## src/rtl/aux_tmo_pkg.sv

```systemverilog
package aux_tmo_pkg;
    localparam int REQ_W      = 32;
    localparam int LEN_W      = 7;
    localparam int MULT_W     = 2;
    localparam int NUM_BANDS  = 4;
    localparam int BASE_SHIFT = 3;
    localparam int STEP_US    = 1016;
    localparam int DEF_LEN    = 69;
    localparam int DEF_MULT   = 0;
    localparam int LEN_MAX    = 127;
    localparam int PREV_W     = LEN_W + BASE_SHIFT + NUM_BANDS - 1;
endpackage

```

## src/rtl/aux_tmo_band.sv

```systemverilog
module aux_tmo_band
    import aux_tmo_pkg::*;
(
    input  logic [REQ_W-1:0]  req_us,
    output logic [MULT_W-1:0] band
);
    logic [NUM_BANDS-2:0] above;

    genvar k;
    generate
        for (k = 0; k < NUM_BANDS - 1; k++) begin : g_thr
            localparam logic [REQ_W-1:0] THR = REQ_W'(STEP_US) << k;
            assign above[k] = (req_us > THR);
        end
    endgenerate

    // thermometer code to count
    always_comb begin
        band = '0;
        for (int i = 0; i < NUM_BANDS - 1; i++) begin
            if (above[i]) band = band + MULT_W'(1);
        end
    end
endmodule

```

## src/rtl/aux_tmo_len.sv

```systemverilog
module aux_tmo_len
    import aux_tmo_pkg::*;
(
    input  logic [REQ_W-1:0]  req_us,
    input  logic [MULT_W-1:0] band,
    output logic [LEN_W-1:0]  len
);
    logic [REQ_W-1:0] cand [NUM_BANDS];

    genvar b;
    generate
        for (b = 0; b < NUM_BANDS; b++) begin : g_unit
            localparam int SH = BASE_SHIFT + b;
            localparam logic [REQ_W-1:0] RMASK = (REQ_W'(1) << SH) - REQ_W'(1);
            logic [REQ_W-1:0] quo;
            logic             rem_nz;
            assign quo     = req_us >> SH;
            assign rem_nz  = |(req_us & RMASK);
            assign cand[b] = quo + REQ_W'(rem_nz);
        end
    endgenerate

    logic [REQ_W-1:0] sel;

    always_comb begin
        sel = cand[NUM_BANDS-1];
        for (int i = 0; i < NUM_BANDS; i++) begin
            if (band == MULT_W'(i)) sel = cand[i];
        end
        if (sel > REQ_W'(LEN_MAX)) len = LEN_W'(LEN_MAX);
        else                       len = sel[LEN_W-1:0];
    end
endmodule

```

## src/rtl/aux_tmo_prev.sv

```systemverilog
module aux_tmo_prev
    import aux_tmo_pkg::*;
(
    input  logic [LEN_W-1:0]  old_len,
    input  logic [MULT_W-1:0] old_mult,
    output logic [PREV_W-1:0] prev_us
);
    localparam logic [PREV_W-1:0] FALLBACK = PREV_W'(DEF_LEN) << BASE_SHIFT;

    always_comb begin
        prev_us = FALLBACK;
        for (int i = 0; i < (1 << MULT_W); i++) begin
            if (old_mult == MULT_W'(i)) begin
                if (i < NUM_BANDS) prev_us = PREV_W'(old_len) << (BASE_SHIFT + i);
                else               prev_us = FALLBACK;
            end
        end
    end
endmodule

```

## src/rtl/aux_tmo_encoder.sv

```systemverilog
module aux_tmo_encoder
    import aux_tmo_pkg::*;
#(
    parameter int POLL_MULT   = 10,
    localparam int POLL_MUL_W = $clog2(POLL_MULT + 1),
    localparam int POLL_W     = REQ_W + POLL_MUL_W
) (
    input  logic              clk,
    input  logic              rst_n,
    input  logic              req_valid,
    output logic              req_ready,
    input  logic [REQ_W-1:0]  req_us,
    output logic [LEN_W-1:0]  len_q,
    output logic [MULT_W-1:0] mult_q,
    output logic [PREV_W-1:0] prev_q,
    output logic [POLL_W-1:0] poll_q,
    output logic              done_q
);
    typedef struct packed {
        logic [LEN_W-1:0]  len;
        logic [MULT_W-1:0] mult;
        logic [PREV_W-1:0] prev;
        logic [POLL_W-1:0] poll;
        logic              done;
    } state_t;

    state_t st_d, st_q;

    logic [MULT_W-1:0] band_w;
    logic [LEN_W-1:0]  len_w;
    logic [PREV_W-1:0] prev_w;
    logic              take;

    assign req_ready = 1'b1;
    assign take      = req_valid && req_ready;

    aux_tmo_band u_band (.req_us(req_us), .band(band_w));
    aux_tmo_len  u_len  (.req_us(req_us), .band(band_w), .len(len_w));
    aux_tmo_prev u_prev (.old_len(st_q.len), .old_mult(st_q.mult), .prev_us(prev_w));

    always_comb begin
        st_d      = st_q;
        st_d.done = 1'b0;
        if (take) begin
            st_d.done = 1'b1;
            st_d.prev = prev_w;
            st_d.poll = POLL_W'(req_us) * POLL_W'(POLL_MULT);
            if (req_us == '0) begin
                st_d.len  = LEN_W'(DEF_LEN);
                st_d.mult = MULT_W'(DEF_MULT);
            end else begin
                st_d.len  = len_w;
                st_d.mult = band_w;
            end
        end
    end

    always_ff @(posedge clk or negedge rst_n) begin
        if (!rst_n) begin
            st_q.len  <= LEN_W'(DEF_LEN);
            st_q.mult <= MULT_W'(DEF_MULT);
            st_q.prev <= '0;
            st_q.poll <= '0;
            st_q.done <= 1'b0;
        end else begin
            st_q <= st_d;
        end
    end

    assign len_q  = st_q.len;
    assign mult_q = st_q.mult;
    assign prev_q = st_q.prev;
    assign poll_q = st_q.poll;
    assign done_q = st_q.done;

    // R5 length field stays within its clamp
    a_r5_len_clamped: assert property (@(posedge clk) disable iff (!rst_n)
        len_q <= LEN_W'(LEN_MAX));

    // R8 done pulse follows an accepted request by one cycle
    a_r8_done_after_take: assert property (@(posedge clk) disable iff (!rst_n)
        take |=> done_q);
    a_r8_no_spurious_done: assert property (@(posedge clk) disable iff (!rst_n)
        !take |=> !done_q);
    a_r8_fields_hold: assert property (@(posedge clk) disable iff (!rst_n)
        !take |=> ($stable(len_q) && $stable(mult_q)));
    a_r8_ready_high: assert property (@(posedge clk) disable iff (!rst_n)
        req_ready);

    // R2 zero request restores defaults
    a_r2_zero_default: assert property (@(posedge clk) disable iff (!rst_n)
        (take && req_us == '0) |=> (len_q == LEN_W'(DEF_LEN) && mult_q == MULT_W'(DEF_MULT)));

    // R3 smallest band for short requests, largest for long ones
    a_r3_fine_band: assert property (@(posedge clk) disable iff (!rst_n)
        (take && req_us != '0 && req_us <= REQ_W'(STEP_US)) |=> (mult_q == '0));
    a_r3_coarse_band: assert property (@(posedge clk) disable iff (!rst_n)
        (take && req_us > (REQ_W'(STEP_US) << (NUM_BANDS - 2))) |=> (mult_q == MULT_W'(NUM_BANDS - 1)));

    // R6 previous timeout rebuilt from the fields before the update
    a_r6_prev_readback: assert property (@(posedge clk) disable iff (!rst_n)
        take |=> (prev_q == (PREV_W'($past(len_q)) << (BASE_SHIFT + int'($past(mult_q))))));
endmodule

```

## config.mk

```make
export PLATFORM = sky130hd
export DESIGN_NAME = aux_tmo_encoder
export DESIGN_NICKNAME = d
export VERILOG_FILES = /design/src/rtl/aux_tmo_pkg.sv /design/src/rtl/aux_tmo_band.sv /design/src/rtl/aux_tmo_len.sv /design/src/rtl/aux_tmo_prev.sv /design/src/rtl/aux_tmo_encoder.sv
export SDC_FILE = /design/constraint.sdc
export NUM_CORES = 1
export LEC_CHECK = 0
export ABC_AREA = 1
export BUFFER_PORTS_ARGS = -buffer_cell sky130_fd_sc_hd__buf_2
export CAP_MARGIN = 20
export CORE_MARGIN = 2
export CORE_UTILIZATION = 55
export CTS_BUF_LIST = sky130_fd_sc_hd__clkbuf_2 sky130_fd_sc_hd__clkbuf_4 sky130_fd_sc_hd__clkbuf_8
export DETAILED_ROUTE_END_ITERATION = 12
export GPL_TIMING_DRIVEN = 0
export PLACE_DENSITY = 0.8
export SYNTH_ARGS = -nofsm -noshare
export SYNTH_HDL_FRONTEND = slang
export SYNTH_SLANG_ARGS = --single-unit
```

## constraint.sdc

```tcl
create_clock -name clk -period 1.7 [get_ports clk]
set_input_delay 0 -clock clk [delete_from_list [all_inputs] [get_ports clk]]
set_output_delay 0 -clock clk [all_outputs]
set_load 0.02 [all_outputs]
```

==> results.yml <==
run_status:
  status: "finished, violations left"
  violations: "negative setup slack"
timing:
  relSlewSlack: 0.448
  setup_viol: 26
  hold_viol: 0
  drv_slew: 0
  max_freq_mhz: 416
  fin_crit_ns: 2.41
  rsz0062_at_grt: "true"
  setup_tns_ns: -8.08
  finalCritPeriodShare: 1.41
  worst_slew_pin_slew_ns: 0.828
  worst_slack_ns: -0.705
  skew_ns: 0.0199
final_layout:
  syn_to_final_growth_pct: 41.1
  nets: 1502
  antenna_cells: 0
  fillers: 873
  drive_above_1_share: 0.325
yosys:
  yosys.area.top_type: "nand2_1"
  synth_seq_area_share: 0.183
  yosysUniqueCellTypes: 44
  synth_top_cell_area_share: 0.176
  yosysWarnings: 0
  synthCells: 1221
  synth_async_sr_flop_share: 1.00
  synthFlopType: "dfrtp_1"
  synth_edf_count: 0
  syn_avg_cell_area_um2: 6.17
  syn_area_mm2: 0.00754
  synthTopCellsByArea: "nand2_1, dfrtp_1, ha_1"
  synth.ff_latch_count: 55
placed_design:
  place_hpwl_um: 21800
  place_congestion: 1.05
  io_buffers: 89
detailed_routing:
  routed_wl_um: 30800
  ant_nets: 0
  drtPass1Iterations: 6
  viasPerCell: 6.06
  remaining_drc_errors: 0
  wl_per_cell_um: 19.6
  drt_iter0_drc: 1151
  vias: 9529
global_route:
  grt_overflow: 0
  grt_start_max_net_pins: 41
  grt_pass1_vias: 8722
  grt_pass1_wl_um: 45000
  grt_use_total: 0.393
  antenna_found_initial: 0
power:
  power.density_mw_per_mm2: 560
  clkPwrFrac: 0.160
  comb_power_share: 0.563
  irDropWorstVdd_mv: 0.867
  switching_power_w: 0.00263
  p_seq_frac: 0.276
  p_leak_nw: 4.82
  p_total_w: 0.00595
  switching_share: 0.442
  internal_power_w: 0.00332
clocking:
  clock_latency_ns: 0.36
  cts_root_buffer: "clkbuf_8"
  path_clk_slew_ns: 0.11
  cts.sinks: 55
  cts_tree: "done"
  cts_buffers: 5
  h-tree-depth: 2
  max-clock-path-buffers: 2
worst_setup_path:
  cpPeakStageDelay_ns: 0.21
  critical_path_class: "input port to flop"
  slowest_stage: "ha_2"
  critPathCaptureType: "flop"
  start_kind: "input port"
  critPathArrivalTime_ns: 2.64
  worst-path-max-fanout: 7
  cp_common_cell: "nand2_1"
  worst_ep_required_time_ns: 1.94
die:
  start_util: 0.567
  coreArea_mm2: 0.0133
  rows: 42
  dieArea_mm2: 0.0147
  dieHeight_um: 121
  pin_count: 95
  die_w_um: 121
min_path:
  hp-class: "input port to flop"
flow_run:
  maxCapViolCount: 0
power groups by stage:
stage	registers [W]	logic [W]	clock network (W)
after floorplan	0.00192	0.00156	0
after global placement	0.00165	0.00256	0
after detailed placement	0.00166	0.00262	0
after CTS	0.00163	0.00289	0.000945
after global routing	0.00166	0.00354	0.000995
final	0.00164	0.00335	0.000955
sequential cells by signal, summed over array words and instances (netlist names):
| register | flops |
|---|---|
| poll_q | 35 |
| prev_q | 10 |
| len_q | 7 |
| mult_q | 2 |
| done_q | 1 |
what timing repair did:
item                                   in CTS  in global routing
gates resized for setup                   156                 95
pin swaps                                  35                 48
setup endpoints to repair                  31                 31
buffers inserted                           42                 31
hold buffers                                4                  0
endpoints found under the hold margin      55                  0
cloned                                      0                  0
Yosys cell counts, types with 7 or more instances:
library cell and n:
xor2_1 59, o22ai_1 7, nor2_1 161, or2_2 10, a31oi_1 12, nor2_4 7
inv_2 12, inv_1 106, a21oi_1 53, xnor2_1 12, buf_2 10, nand2_1 353
clkbuf_1 10, buf_4 10, ha_1 71, nand4_1 16, o21ai_0 69, nand3_1 98
dfrtp_1 52, nor2_2 12, nand2_2 14, nor3_1 11
stage by stage:
step                      hold slack [ns]  utilization  worst slack, ns  area [µm²]  cells
final                              0.0780        0.800           -0.705       10600   1572
after global placement              0.209        0.676            -1.49        8990   1489
after detailed placement          -0.0283        0.678            -1.48        9010   1490
after global routing                0.104        0.800           -0.826       10600   1572
after CTS                          0.0695        0.753           -0.555       10000   1543
after floorplan                    -0.296            -           -0.467        8330   1224
logic make-up (layout without fill, tap and decap cells):
logic type	after synthesis	in the layout	synth area share
xor gates and xnor gates	71	71	0.0825
other	2	5	0.000997
AOI/OAI and AO/OA	167	167	0.124
and+or+nand+nor	698	698	0.402
buffers and inverters	156	328	0.0873
DFF	55	55	0.183
adders and majority gates	72	72	0.121
critical path, delay by kind of cell:
kind,cells,cell delay [ns]
buffers and inverters,5,0.41
and+or+nand+nor,19,1.82
adders and majority gates,2,0.42
metal layers:
layer / part of all wire / up-vias / track usage / wire length [µm]
met3: 0.11 / 155 / 0.0620 / 3300
li1: - / 4331 / - / -
met2: 0.46 / 664 / 0.632 / 14300
met4: 0.053 / 0 / 0.191 / 1640
met5: 0 / - / 0 / 0
met1: 0.38 / 4379 / 0.513 / 11600
placed cells by master, fill, tap and decap left out, types with 10 or more instances in the layout:
| cell | Yosys | layout |
|---|---|---|
| nor2_4 | 7 | 18 |
| buf_4 | 10 | 75 |
| o21ai_0 | 69 | 48 |
| buf_2 | 10 | 65 |
| nand2_2 | 14 | 32 |
| a21oi_1 | 53 | 35 |
| ha_1 | 71 | 17 |
| clkbuf_1 | 10 | 10 |
| inv_1 | 106 | 87 |
| nand3_2 | 0 | 19 |
| buf_6 | 3 | 26 |
| nand3_1 | 98 | 77 |
| nor2_2 | 12 | 27 |
| xor2_1 | 59 | 59 |
| nand2_4 | 5 | 17 |
| a31oi_1 | 12 | 10 |
| o21ai_1 | 2 | 14 |
| ha_4 | 0 | 49 |
| inv_2 | 12 | 18 |
| a21oi_2 | 0 | 14 |
| nor2_1 | 161 | 135 |
| nand4_1 | 16 | 16 |
| dfrtp_1 | 52 | 52 |
| nand2_1 | 353 | 321 |
worst paths after layout:
check / from / to / cells past startpoint / slack [ns]
worst max-delay path: req_us[2] / len_q[3]$_DFFE_PN0P_ / 26 / -0.71
worst min-delay path: req_us[0] / poll_q[3]$_DFFE_PN0P_ / 4 / 0.08
worst max register to register: mult_q[1]$_DFFE_PN0P_ / prev_q[6]$_DFFE_PN0P_ / 5 / 0.33
worst min register to register: poll_q[3]$_DFFE_PN0P_ / poll_q[3]$_DFFE_PN0P_ / 2 / 0.48
max in group asynchronous: rst_n / len_q[2]$_DFFE_PN1P_ / 3 / 0.93
min in group asynchronous: rst_n / poll_q[30]$_DFFE_PN0P_ / 2 / 0.12
area by class of cell:
cell class                 count  area, µm²  share of cell area
buffer                        32        254              0.0239
multi-input combinational   1013       6850               0.645
sequential                    55       1380               0.130
clock buffer                   5       68.8             0.00647
tap                          176        220              0.0207
clock inverter                 3       46.3             0.00435
inverter                     123        531              0.0499
timing repair buffer         165       1280               0.120
Power figures use the tool's default switching activity.
